===== src/rtl/sdgt_pkg.sv =====
package sdgt_pkg;
  localparam int unsigned CFG_ADDR_W = 2;

  typedef enum logic [CFG_ADDR_W-1:0] {
    CFG_COEF_HI = 2'd0,
    CFG_COEF_LO = 2'd1
  } cfg_addr_e;
endpackage


===== src/rtl/sdgt_rst_sync.sv =====
module sdgt_rst_sync (
  input  logic clk,
  input  logic rst_n,
  output logic rst_sn
);
  logic [1:0] sync_q;

  always_ff @(posedge clk or negedge rst_n) begin
    if (!rst_n) sync_q <= 2'b00;
    else        sync_q <= {sync_q[0], 1'b1};
  end

  assign rst_sn = sync_q[1];
endmodule


===== src/rtl/sdgt_coef_regs.sv =====
module sdgt_coef_regs
  import sdgt_pkg::*;
#(
  parameter int unsigned COEF_W = 16,
  localparam int unsigned BYTE_W = COEF_W / 2
) (
  input  logic                  clk,
  input  logic                  rst_sn,
  input  logic                  cfg_we,
  input  logic [CFG_ADDR_W-1:0] cfg_addr,
  input  logic [BYTE_W-1:0]     cfg_wdata,
  output logic [COEF_W-1:0]     coef
);
  logic [BYTE_W-1:0] hi_q, hi_d, lo_q, lo_d;
  logic              hi_seen_q, hi_seen_d, lo_seen_q, lo_seen_d;
  logic [COEF_W-1:0] coef_q, coef_d;
  logic              commit;

  always_comb begin
    hi_d      = hi_q;
    lo_d      = lo_q;
    hi_seen_d = hi_seen_q;
    lo_seen_d = lo_seen_q;
    coef_d    = coef_q;
    if (cfg_we) begin
      if (cfg_addr == CFG_COEF_HI) begin
        hi_d      = cfg_wdata;
        hi_seen_d = 1'b1;
      end else if (cfg_addr == CFG_COEF_LO) begin
        lo_d      = cfg_wdata;
        lo_seen_d = 1'b1;
      end
    end
    commit = hi_seen_d && lo_seen_d;
    if (commit) begin
      coef_d    = {hi_d, lo_d};
      hi_seen_d = 1'b0;
      lo_seen_d = 1'b0;
    end
  end

  always_ff @(posedge clk or negedge rst_sn) begin
    if (!rst_sn) begin
      hi_q      <= '0;
      lo_q      <= '0;
      hi_seen_q <= 1'b0;
      lo_seen_q <= 1'b0;
      coef_q    <= '0;
    end else begin
      hi_q      <= hi_d;
      lo_q      <= lo_d;
      hi_seen_q <= hi_seen_d;
      lo_seen_q <= lo_seen_d;
      coef_q    <= coef_d;
    end
  end

  assign coef = coef_q;
endmodule


===== src/rtl/sdgt_sat_addsub.sv =====
module sdgt_sat_addsub #(
  parameter int unsigned DATA_W = 16
) (
  input  logic              add,
  input  logic [DATA_W-1:0] a,
  input  logic [DATA_W-1:0] b,
  output logic [DATA_W-1:0] y
);
  localparam logic [DATA_W-1:0] MAX_POS = {1'b0, {(DATA_W-1){1'b1}}};
  localparam logic [DATA_W-1:0] MAX_NEG = {1'b1, {(DATA_W-1){1'b0}}};

  logic [DATA_W:0] a_x, b_x, sum;

  always_comb begin
    a_x = {a[DATA_W-1], a};
    b_x = {b[DATA_W-1], b};
    sum = add ? (a_x + b_x) : (a_x - b_x);
    if (sum[DATA_W] != sum[DATA_W-1])
      y = sum[DATA_W] ? MAX_NEG : MAX_POS;
    else
      y = sum[DATA_W-1:0];
  end
endmodule


===== src/rtl/sd_gain_tap.sv =====
module sd_gain_tap
  import sdgt_pkg::*;
#(
  parameter int unsigned DATA_W = 16,
  localparam int unsigned BYTE_W = DATA_W / 2
) (
  input  logic                  clk,
  input  logic                  rst_n,
  input  logic                  mod_bit,
  input  logic                  mod_vld,
  input  logic [DATA_W-1:0]     smp_in,
  input  logic                  smp_vld,
  input  logic                  cfg_we,
  input  logic [CFG_ADDR_W-1:0] cfg_addr,
  input  logic [BYTE_W-1:0]     cfg_wdata,
  output logic [DATA_W-1:0]     out_smp,
  output logic                  out_vld
);
  logic              rst_sn;
  logic [DATA_W-1:0] coef_q;
  logic [DATA_W-1:0] sum;
  logic              fire;
  logic [DATA_W-1:0] smp_q, smp_d;
  logic              vld_q, vld_d;

  sdgt_rst_sync u_rst (
    .clk    (clk),
    .rst_n  (rst_n),
    .rst_sn (rst_sn)
  );

  sdgt_coef_regs #(.COEF_W(DATA_W)) u_coef (
    .clk       (clk),
    .rst_sn    (rst_sn),
    .cfg_we    (cfg_we),
    .cfg_addr  (cfg_addr),
    .cfg_wdata (cfg_wdata),
    .coef      (coef_q)
  );

  sdgt_sat_addsub #(.DATA_W(DATA_W)) u_sum (
    .add (mod_bit),
    .a   (smp_in),
    .b   (coef_q),
    .y   (sum)
  );

  always_comb begin
    fire  = mod_vld && smp_vld;
    vld_d = fire;
    smp_d = fire ? sum : smp_q;
  end

  always_ff @(posedge clk or negedge rst_sn) begin
    if (!rst_sn) begin
      smp_q <= '0;
      vld_q <= 1'b0;
    end else begin
      smp_q <= smp_d;
      vld_q <= vld_d;
    end
  end

  assign out_smp = smp_q;
  assign out_vld = vld_q;
endmodule


===== config.mk =====
export PLATFORM = sky130hd
export DESIGN_NAME = sd_gain_tap
export DESIGN_NICKNAME = d
export VERILOG_FILES = /design/src/rtl/sdgt_pkg.sv /design/src/rtl/sdgt_rst_sync.sv /design/src/rtl/sdgt_coef_regs.sv /design/src/rtl/sdgt_sat_addsub.sv /design/src/rtl/sd_gain_tap.sv
export SDC_FILE = /design/constraint.sdc
export NUM_CORES = 1
export LEC_CHECK = 0
export ABC_AREA = 1
export ABC_CLOCK_PERIOD_IN_PS = 2400
export BUFFER_PORTS_ARGS = -buffer_cell sky130_fd_sc_hd__buf_2
export CORE_MARGIN = 2
export CORE_UTILIZATION = 50
export DETAILED_ROUTE_END_ITERATION = 10
export GPL_TIMING_DRIVEN = 0
export MAX_ROUTING_LAYER = met4
export PLACE_DENSITY = 0.7
export SETUP_SLACK_MARGIN = 0.15
export SYNTH_ARGS = -nofsm -noshare
export SYNTH_HDL_FRONTEND = slang
export SYNTH_SLANG_ARGS = --single-unit

===== constraint.sdc =====
create_clock -name clk -period 2.4 [get_ports clk]
set_clock_uncertainty 0.2 [all_clocks]
set_input_delay 0.36 -clock clk [delete_from_list [all_inputs] [get_ports clk]]
set_output_delay 0.36 -clock clk [all_outputs]
set_load 0.005 [all_outputs]

# Word-level counts from Yosys, hierarchy flattened

Cells that the tools add are included.

Multiplexer cells: 15
Reductions and logical operators: 3
$add $sub $neg: 2
Equal/unequal tests: 2

Operators with widths:

| cell               | number |
|---|---|
| $mux 8             | 5 |
| $mux 16            | 2 |
| $add 16x16->17     | 1 |
| $mux 17            | 1 |
| $sub 16x16->17     | 1 |
| $mux 1             | 7 |
| $eq 2x1->1 const B | 1 |
| $logic_and 1x1->1  | 2 |
| $logic_not 2->1    | 1 |
| $ne 1x1->1         | 1 |

Word-level logic and storage cells: 30
Flip-flop bits (word level): 53
Input bits: 32
Output and inout port bits: 17

# Depth between registers and ports, before layout

Gate-level depths: netlist (run 1).

Depth after elaboration: 6
Gate-level depth with buffers: 23
Depth with buffers taken out: 23

# Modules after synthesis

Synthesis (run 1) repeated with hierarchy kept, for this count alone.

Cell total of the unflattened synthesis: 483
Area total of the unflattened synthesis: 3602.2 µm²

By module, submodules not included:

| module          | area an instance (µm²) | times used | cells an instance | sequential area each (µm²) |
|---|---|---|---|---|
| sdgt_sat_addsub | 1443.9                 | 1          | 262               | 0.0 |
| sdgt_coef_regs  | 1390.1                 | 1          | 146               | 850.8 |
| sd_gain_tap     | 714.4                  | 1          | 72                | 425.4 |
| sdgt_rst_sync   | 53.8                   | 1          | 3                 | 50.0 |

# Least setup slack after synthesis (run 1)

Ideal clock, no wire load.

Path type: register -> register
Start: register u_coef.coef_q[0] (netlist: u_coef.coef[0])
End: register smp_q[10] (netlist: out_smp[10])
Setup slack: -0.482 ns
Data required time: 2.080 ns
Clock period less this slack: 2.882 ns
Buffers on the path: 1
Setup time: 0.120 ns
Cell stages (with the launch flop): 20
Data arrival time: 2.562 ns
Cell sequence: dfrtp_1 -> inv_1 -> ha_1 -> nand2_1 -> nor2_2 -> a31oi_1 -> a21oi_1 -> xor2_1 -> ha_1 -> nand2_1 -> inv_1 -> nand2_1 -> nand2_1 -> a21oi_1 -> nand2_1 -> nand2_1 -> nand2_1 -> a21oi_4 -> buf_12 -> a21oi_2

Cells in the longest elaborated chain, start to end: 4
Elaborated cells on any way between the ends: 6
Classes of those cells: add/sub: 2; eq/ne: 1; mux: 3

RTL lines:

| what                                                    | line                                         | source |
|---|---|---|
| start, declared                                         | sdgt_coef_regs.sv:16                         | `logic [COEF_W-1:0] coef_q, coef_d;` |
| start signal, assigned                                  | sdgt_coef_regs.sv:54                         | `coef_q <= coef_d;` |
| $sub 16x16->17 / $add 16x16->17 (equally long branches) | sdgt_sat_addsub.sv:17                        | `sum = add ? (a_x + b_x) : (a_x - b_x);` |
| $mux 17 *                                               | sdgt_sat_addsub.sv:17                        |  |
| $mux 16 / $ne 1x1->1 (equally long branches)            | sdgt_sat_addsub.sv:19, sdgt_sat_addsub.sv:18 |  |
| $mux 16 *                                               | sdgt_sat_addsub.sv:18                        | `if (sum[DATA_W] != sum[DATA_W-1])` |
| end signal, assigned                                    | sd_gain_tap.sv:59                            | `smp_q <= smp_d;` |
| end, declared                                           | sd_gain_tap.sv:23                            | `logic [DATA_W-1:0] smp_q, smp_d;` |

Every way passes the cells marked *; elsewhere a longest branch is shown, timed or not.
A chain may end at the register's enable or synchronous reset.

# Worst setup path in the final report (run 1)

Start: register u_coef.coef_q[0] (netlist: u_coef.coef[0])
End: register smp_q[14] (netlist: out_smp[14])

Same word-level chain as after synthesis.

==> results of run 1 <==
-- power breakdown --
part           leakage (uW)  internal [uW]  switching (uW)
clock             0.0000506            219             328
combinational       0.00149           1660            2240
sequential         0.000647           1190             180
total               0.00219           3070            2750
-- what timing repair did --
action | 4_1_cts | 5_1_grt
resized for setup | 14 | 30
setup endpoints to repair | 16 | 16
hold buffers | 2 | 0
setup buffers | 5 | 11
cloned | 1 | 1
endpoints found under the hold margin | 15 | 0
pin swaps | 5 | 28
-- final timing paths --
check	startpoint	end	slack [ns]	cells after the start
max	u_coef.coef[0]	out_smp[14]	-0.82	20
max reg2reg	u_coef.coef[0]	out_smp[14]	-0.82	20
max in group asynchronous	u_rst.sync_q[1]	out_smp[12]	0.98	1
min in group clk	cfg_wdata[0]	u_coef.lo_q[0]	0.15	3
min	u_rst.sync_q[1]	out_smp[1]	0.04	1
min reg2reg	u_rst.sync_q[1]	out_smp[1]	0.04	1
-- synth_stat cells --
cell type and number:
clkbuf_1 5, xnor2_1 2, a21oi_2 10, buf_12 1, a31oi_1 4, a21oi_1 21, nor4_1 1, and2_1 1
nor2_2 2, fa_1 1, nor2_1 34, clkbuf_8 1, nand3b_1 3, clkinv_1 2, nor3_2 1, dfrtp_1 53
inv_1 54, nand2_2 3, buf_6 1, o21bai_1 3, or2_1 1, a21oi_4 1, o21ai_0 34, xor2_1 22
nor3_1 1, conb_1 1, ha_1 17, nand3_1 16, and3_1 1, nand3_2 1, nand2_1 147
-- critical path: stages, from the launching register on --
cell	delay [ns]
dfrtp_1	0.40
inv_2	0.09
nand3_2	0.08
nor2_1	0.12
nand2_1	0.11
nor2_2	0.14
buf_4	0.11
a31oi_1	0.08
xor2_1	0.16
ha_1	0.36
nand2_2	0.09
inv_1	0.06
nand2_1	0.06
nand2_1	0.07
a21oi_2	0.21
nand2_2	0.09
nand2_2	0.06
nand2_2	0.11
a21oi_4	0.26
clkbuf_16	0.20
a21oi_2	0.04
-- sequential cells by signal, indices dropped and copies added, names as in the netlist --
signal	flops
out_vld	1
u_coef.lo_seen_q	1
u_coef.coef	16
u_coef.lo_q	8
u_rst.sync_q	2
out_smp	16
u_coef.hi_seen_q	1
u_coef.hi_q	8
-- area by class of cell --
cell class | count | area (um2)
clock inverter | 3 | 28.8
timing repair buffer | 68 | 432
fill | 553 | 2220
buffer | 8 | 63.8
multi-input combinational | 328 | 1930
sequential | 53 | 1330
tap | 77 | 96.3
inverter | 56 | 210
clock buffer | 5 | 68.8
-- layer usage --
layer,routed length (um),GRT usage,share of wire
met1,3120,0.232,0.43
met4,97,0.0491,0.013
met2,3910,0.389,0.53
met5,0,-,0
met3,182,0.0346,0.025
-- logic make-up (layout without fill, tap and decap cells) --
| logic type | count (synthesis) | count (layout) | share of synthesized area |
|---|---|---|---|
| AOI/OAI and AO/OA | 73 | 73 | 0.128 |
| xor gates and xnor gates | 24 | 24 | 0.0630 |
| adders and majority gates | 18 | 18 | 0.0697 |
| buffers and inverters | 64 | 140 | 0.0821 |
| DFF | 53 | 53 | 0.397 |
| other | 1 | 1 | 0.00112 |
| and+or+nand+nor | 212 | 212 | 0.259 |
-- through the flow --
step | area (um2) | power, uW | cells
6_report | 4160 | 5820 | 598
5_1_grt | 4160 | 6380 | 598
4_1_cts | 3940 | 5380 | 586
3_5_place_dp | 3730 | 4610 | 570
3_3_place_gp | 3700 | 4510 | 569
2_1_floorplan | 3370 | 3890 | 445
==> impl_metrics.csv, run 1 <==
group,metric,value,unit
outcome,outcome,"finished with violations",
outcome,violations,"setup timing",
layout,mostFrequentLayoutCells,"nand2_1, dfrtp_1, inv_1",
layout,final_util,0.652,
clocking,clock-sinks,53,
routing,drtIter0Drc,105,
yosys,synth_warnings,0,
routing,antenna_left,0,
die,start_util,0.523,
routing,drt-pass1-iter-count,4,
sta,fmax,0.310,GHz
layout,nNetsFinal,570,
sta,fin_crit,3.22,ns
clocking,cts.clk_slew.worst_paths,0.11,ns
routing,num_vias,2945,
grt,antenna_found_initial,0,
sta,fin_crit_sh,1.34,
clocking,h-tree-depth,2,
sta,worst_slew_pin_slew,0.566,ns
die,die_h,85.7,um
layout,drive_gt1_frac,0.271,
worst_setup_path,path_max_fanout,5,
worst_setup_path,end_kind,"register",
clocking,cts_made_buffers,5,
sta,hold_viol_final,0,
layout,diodes,0,
flow_run,drv_cap,0,
worst_setup_path,cp.required,2.41,ns
yosys,synth_cell_type_count,31,
yosys,ys_seq_area_frac,0.397,
die,die-width,85.7,um
grt,track_usage,0.209,
pwr,ir_worst_vdd,0.743,mV
routing,drc,0,
clocking,cts_tree,"done",
pwr,power_density,1400,mW/mm2
clocking,clock_latency,0.31,ns
clocking,cts-root-buf,"clkbuf_8",
routing,routedWlPerCell,12.2,um
yosys,syn_inst,445,
yosys,syn_area,0.00334,mm2
grt,grt_pass1_wl,11900,um
sta,setup_slack,-0.825,ns
die,rows,29,
yosys,yosysTopAreaCell,"dfrtp_1",
yosys,postSynthAreaPerCell,7.50,um2
routing,vias_per_cell,4.92,
placement,place_hpwl,5770,um
sta,rsz0062_at_grt,"yes",
placement,gp_congestion,0.871,
routing,wirelength,7310,um
sta,finalSetupViolCount,16,
layout,final_common_cell,"nand2_1",
worst_setup_path,crit_arrival,3.23,ns
grt,grt_pass1_vias,2786,
pwr,leakage,0.00219,uW
sta,holdWs,0.0411,ns
die,die_area,0.00734,mm2
worst_setup_path,worstSetupStartpointType,"register",
die,core_area,0.00639,mm2
sta,fin_tns_setup,-12.16,ns
die,ios,49,
placement,place_ws,-0.827,ns
grt,grt_max_degree,39,
sta,final-max-slew-violation-count,0,
placement,numPortBuffers,47,
yosys,netlist_top_cells_area,"dfrtp_1, nand2_1, ha_1, inv_1, xor2_1",
worst_hold_path,hp-class,"register to async pin",
layout,areaGrowthSynthToFinish,24.7,%
yosys,ys_ff_latch,53,
yosys,syn_nets,495,
worst_setup_path,worstSetupPathType,"register to register",
yosys,synth_top_area_frac,0.397,
grt,grt-ovfl-total,0,
sta,relSlewSlack,0.622,
clocking,clockBufferDepth,2,
Note: power is estimated with default switching activity, not from simulation.
==> run 2, diff against run 1 <==
- CORE_ASPECT_RATIO: unset -> 1.5
==> run 2 against run 1 <==
The flow still finishes with violations (setup timing). Wire length increased by 4.7%. Via count grew 0.92%. Design area decreased by 1.6%. Combinational power fell by 3%. Critical path type unchanged.
==> impl_metrics.csv, run 2 (synthesis results as in run 1) <==
group,metric,value,unit
outcome,outcome,"finished with violations",
outcome,violations,"setup timing",
worst_setup_path,path_max_fanout,4,
worst_setup_path,cp.required,2.39,ns
die,core_area,0.00649,mm2
sta,fin_crit,3.18,ns
worst_setup_path,crit_slowest_cell,"dfrtp_1",
clocking,clock_latency,0.31,ns
clocking,cts_tree,"done",
worst_hold_path,hp-class,"register to async pin",
layout,diodes,0,
routing,wirelength,7650,um
worst_setup_path,path_cells,"inv_2, nand3_2, nor2_1, nand2_1, nor2_2, nand2_1, nand2_2, a31oi_1, xor2_1, ha_1, nand2_2, inv_2, nand2_1, nand2_1, a21oi_2, nand2_1, nand2_1, nand2_2, a21oi_4, buf_6, buf_4, a21oi_1",
sta,fmax,0.315,GHz
grt,antenna_found_initial,0,
grt,grt_max_degree,28,
flow_run,drv_cap,0,
clocking,cts_made_buffers,5,
pwr,p_switching,2680,uW
worst_setup_path,r2r-start,"u_coef.coef[0]",
routing,drtIter0Drc,98,
sta,relSlewSlack,0.611,
sta,holdWs,0.0762,ns
clocking,h-tree-depth,2,
clocking,cts-root-buf,"clkbuf_8",
worst_setup_path,end_kind,"register",
grt,grt_pass1_wl,12800,um
pwr,p_total,5710,uW
grt,busiest_layer,"met2",
layout,drive_gt1_frac,0.239,
grt,grt-ovfl-total,0,
routing,drt-pass1-iter-count,4,
die,die-width,70.7,um
worst_setup_path,ff2ff_path_depth,22,
layout,nNetsFinal,571,
clocking,clock-sinks,53,
sta,hold_viol_final,0,
pwr,combPwrFrac,0.661,
worst_setup_path,r2r_end,"out_smp[13]",
routing,num_vias,2972,
worst_setup_path,worstSetupPathType,"register to register",
worst_setup_path,path_buf_inv,4,
die,rows,36,
worst_setup_path,worstSetupStartpointType,"register",
sta,fin_crit_sh,1.32,
sta,worst_slew_pin_slew,0.583,ns
grt,use_met2,0.431,
layout,areaGrowthSynthToFinish,22.8,%
pwr,leakage,0.00219,uW
pwr,p_sw_frac,0.470,
worst_setup_path,critical_path.top_delay_family,"simple AND/OR/NAND/NOR gates",
clocking,clockBufferDepth,2,
sta,fin_tns_setup,-11.67,ns
pwr,p_int,3030,uW
sta,final-max-slew-violation-count,0,
clocking,cts.clk_slew.worst_paths,0.11,ns
grt,track_usage,0.221,
worst_setup_path,slowest_delay,0.40,ns
routing,vias_per_cell,4.97,
sta,rsz0062_at_grt,"yes",
die,die_area,0.00736,mm2
die,ios,49,
die,start_util,0.514,
grt,grt_pass1_vias,2992,
worst_setup_path,cpMostUsedCell,"nand2_1",
layout,final_common_cell,"nand2_1",
layout,mostFrequentLayoutCells,"nand2_1, dfrtp_1, inv_1",
grt,grt_use_met1,0.219,
placement,gp_congestion,0.878,
routing,drc,0,
worst_setup_path,r2r_slack,-0.78,ns
pwr,ir_worst_vdd,0.717,mV
die,die_h,104,um
pwr,pwr-share-clk,0.097,
layout,final_util,0.632,
pwr,p_seq_frac,0.242,
sta,finalSetupViolCount,16,
pwr,power_density,1390,mW/mm2
routing,antenna_left,0,
routing,routedWlPerCell,12.8,um
placement,place_hpwl,5990,um
worst_setup_path,crit_arrival,3.17,ns
sta,setup_slack,-0.778,ns
placement,numPortBuffers,47,
grt,use_met3,0.0310,
-- run 2: cell count changes in the layout (fill, tap and decap cells not counted), moves of 2 or more --
cell     delta
nand2_1    +11
nand2_2    -11
o21ai_1     +4
o21ai_0     -3
a21oi_1     +2
a21oi_2     -2
buf_6       +2
ha_1        +2
ha_4        -2
-- run 2: area by class of cell --
type                       instances  area (um2)
buffer                             8        63.8
clock buffer                       6        82.6
clock inverter                     2        17.5
fill                             615        2390
inverter                          56         210
multi-input combinational        328        1850
sequential                        53        1330
tap                               76        95.1
timing repair buffer              69         447
-- run 2: how the worst max path moves through the flow --
stage                        endpoint            from  cells past startpoint  slack, ns
after global placement    out_smp[13]  u_coef.coef[2]                     21      -0.80
final                     out_smp[13]  u_coef.coef[0]                     22      -0.78
after floorplan           out_smp[14]  u_coef.coef[0]                     21      -0.39
after detailed placement  out_smp[13]  u_coef.coef[2]                     21      -0.83
after global routing      out_smp[13]  u_coef.coef[0]                     23      -0.95
after CTS                 out_smp[13]  u_coef.coef[0]                     21      -0.72
-- run 2: metal layers --
metal	part of all wire	vias to the layer above
li1	-	1556
met1	0.38	1354
met2	0.57	54
met3	0.032	8
met4	0.015	0
met5	0	-
-- run 2: timing repair --
item / CTS / global route
setup buffers: 17 / 1
endpoints found under the setup margin: 16 / 16
pin swaps: 17 / 1
hold buffers: 1 / 0
cloned: 2 / 0
gates resized for setup: 23 / 8
hold endpoints to repair: 2 / 0
-- run 2: metrics by stage --
stage,cell area (um2),setup WS [ns],cells
floorplan,3370,-0.392,445
global placement,3700,-0.800,568
detailed placement,3720,-0.833,569
CTS,4070,-0.722,597
global route,4100,-0.951,598
finish,4100,-0.778,598
-- run 2: worst register-to-register path: stages, from the launching register on --
cell,delay (ns)
dfrtp_1,0.40
inv_2,0.10
nand3_2,0.09
nor2_1,0.10
nand2_1,0.11
nor2_2,0.12
nand2_1,0.08
nand2_2,0.09
a31oi_1,0.10
xor2_1,0.15
ha_1,0.34
nand2_2,0.13
inv_2,0.04
nand2_1,0.05
nand2_1,0.06
a21oi_2,0.16
nand2_1,0.09
nand2_1,0.07
nand2_2,0.10
a21oi_4,0.19
buf_6,0.14
buf_4,0.10
a21oi_1,0.06
-- run 2: power groups by stage --
stage | Combinational, uW | Clock [uW] | Sequential (uW)
after floorplan | 2500 | 0 | 1390
after global routing | 4250 | 596 | 1420
after detailed placement | 3220 | 0 | 1400
after global placement | 3130 | 0 | 1400
after CTS | 3710 | 565 | 1380
final | 3770 | 553 | 1380
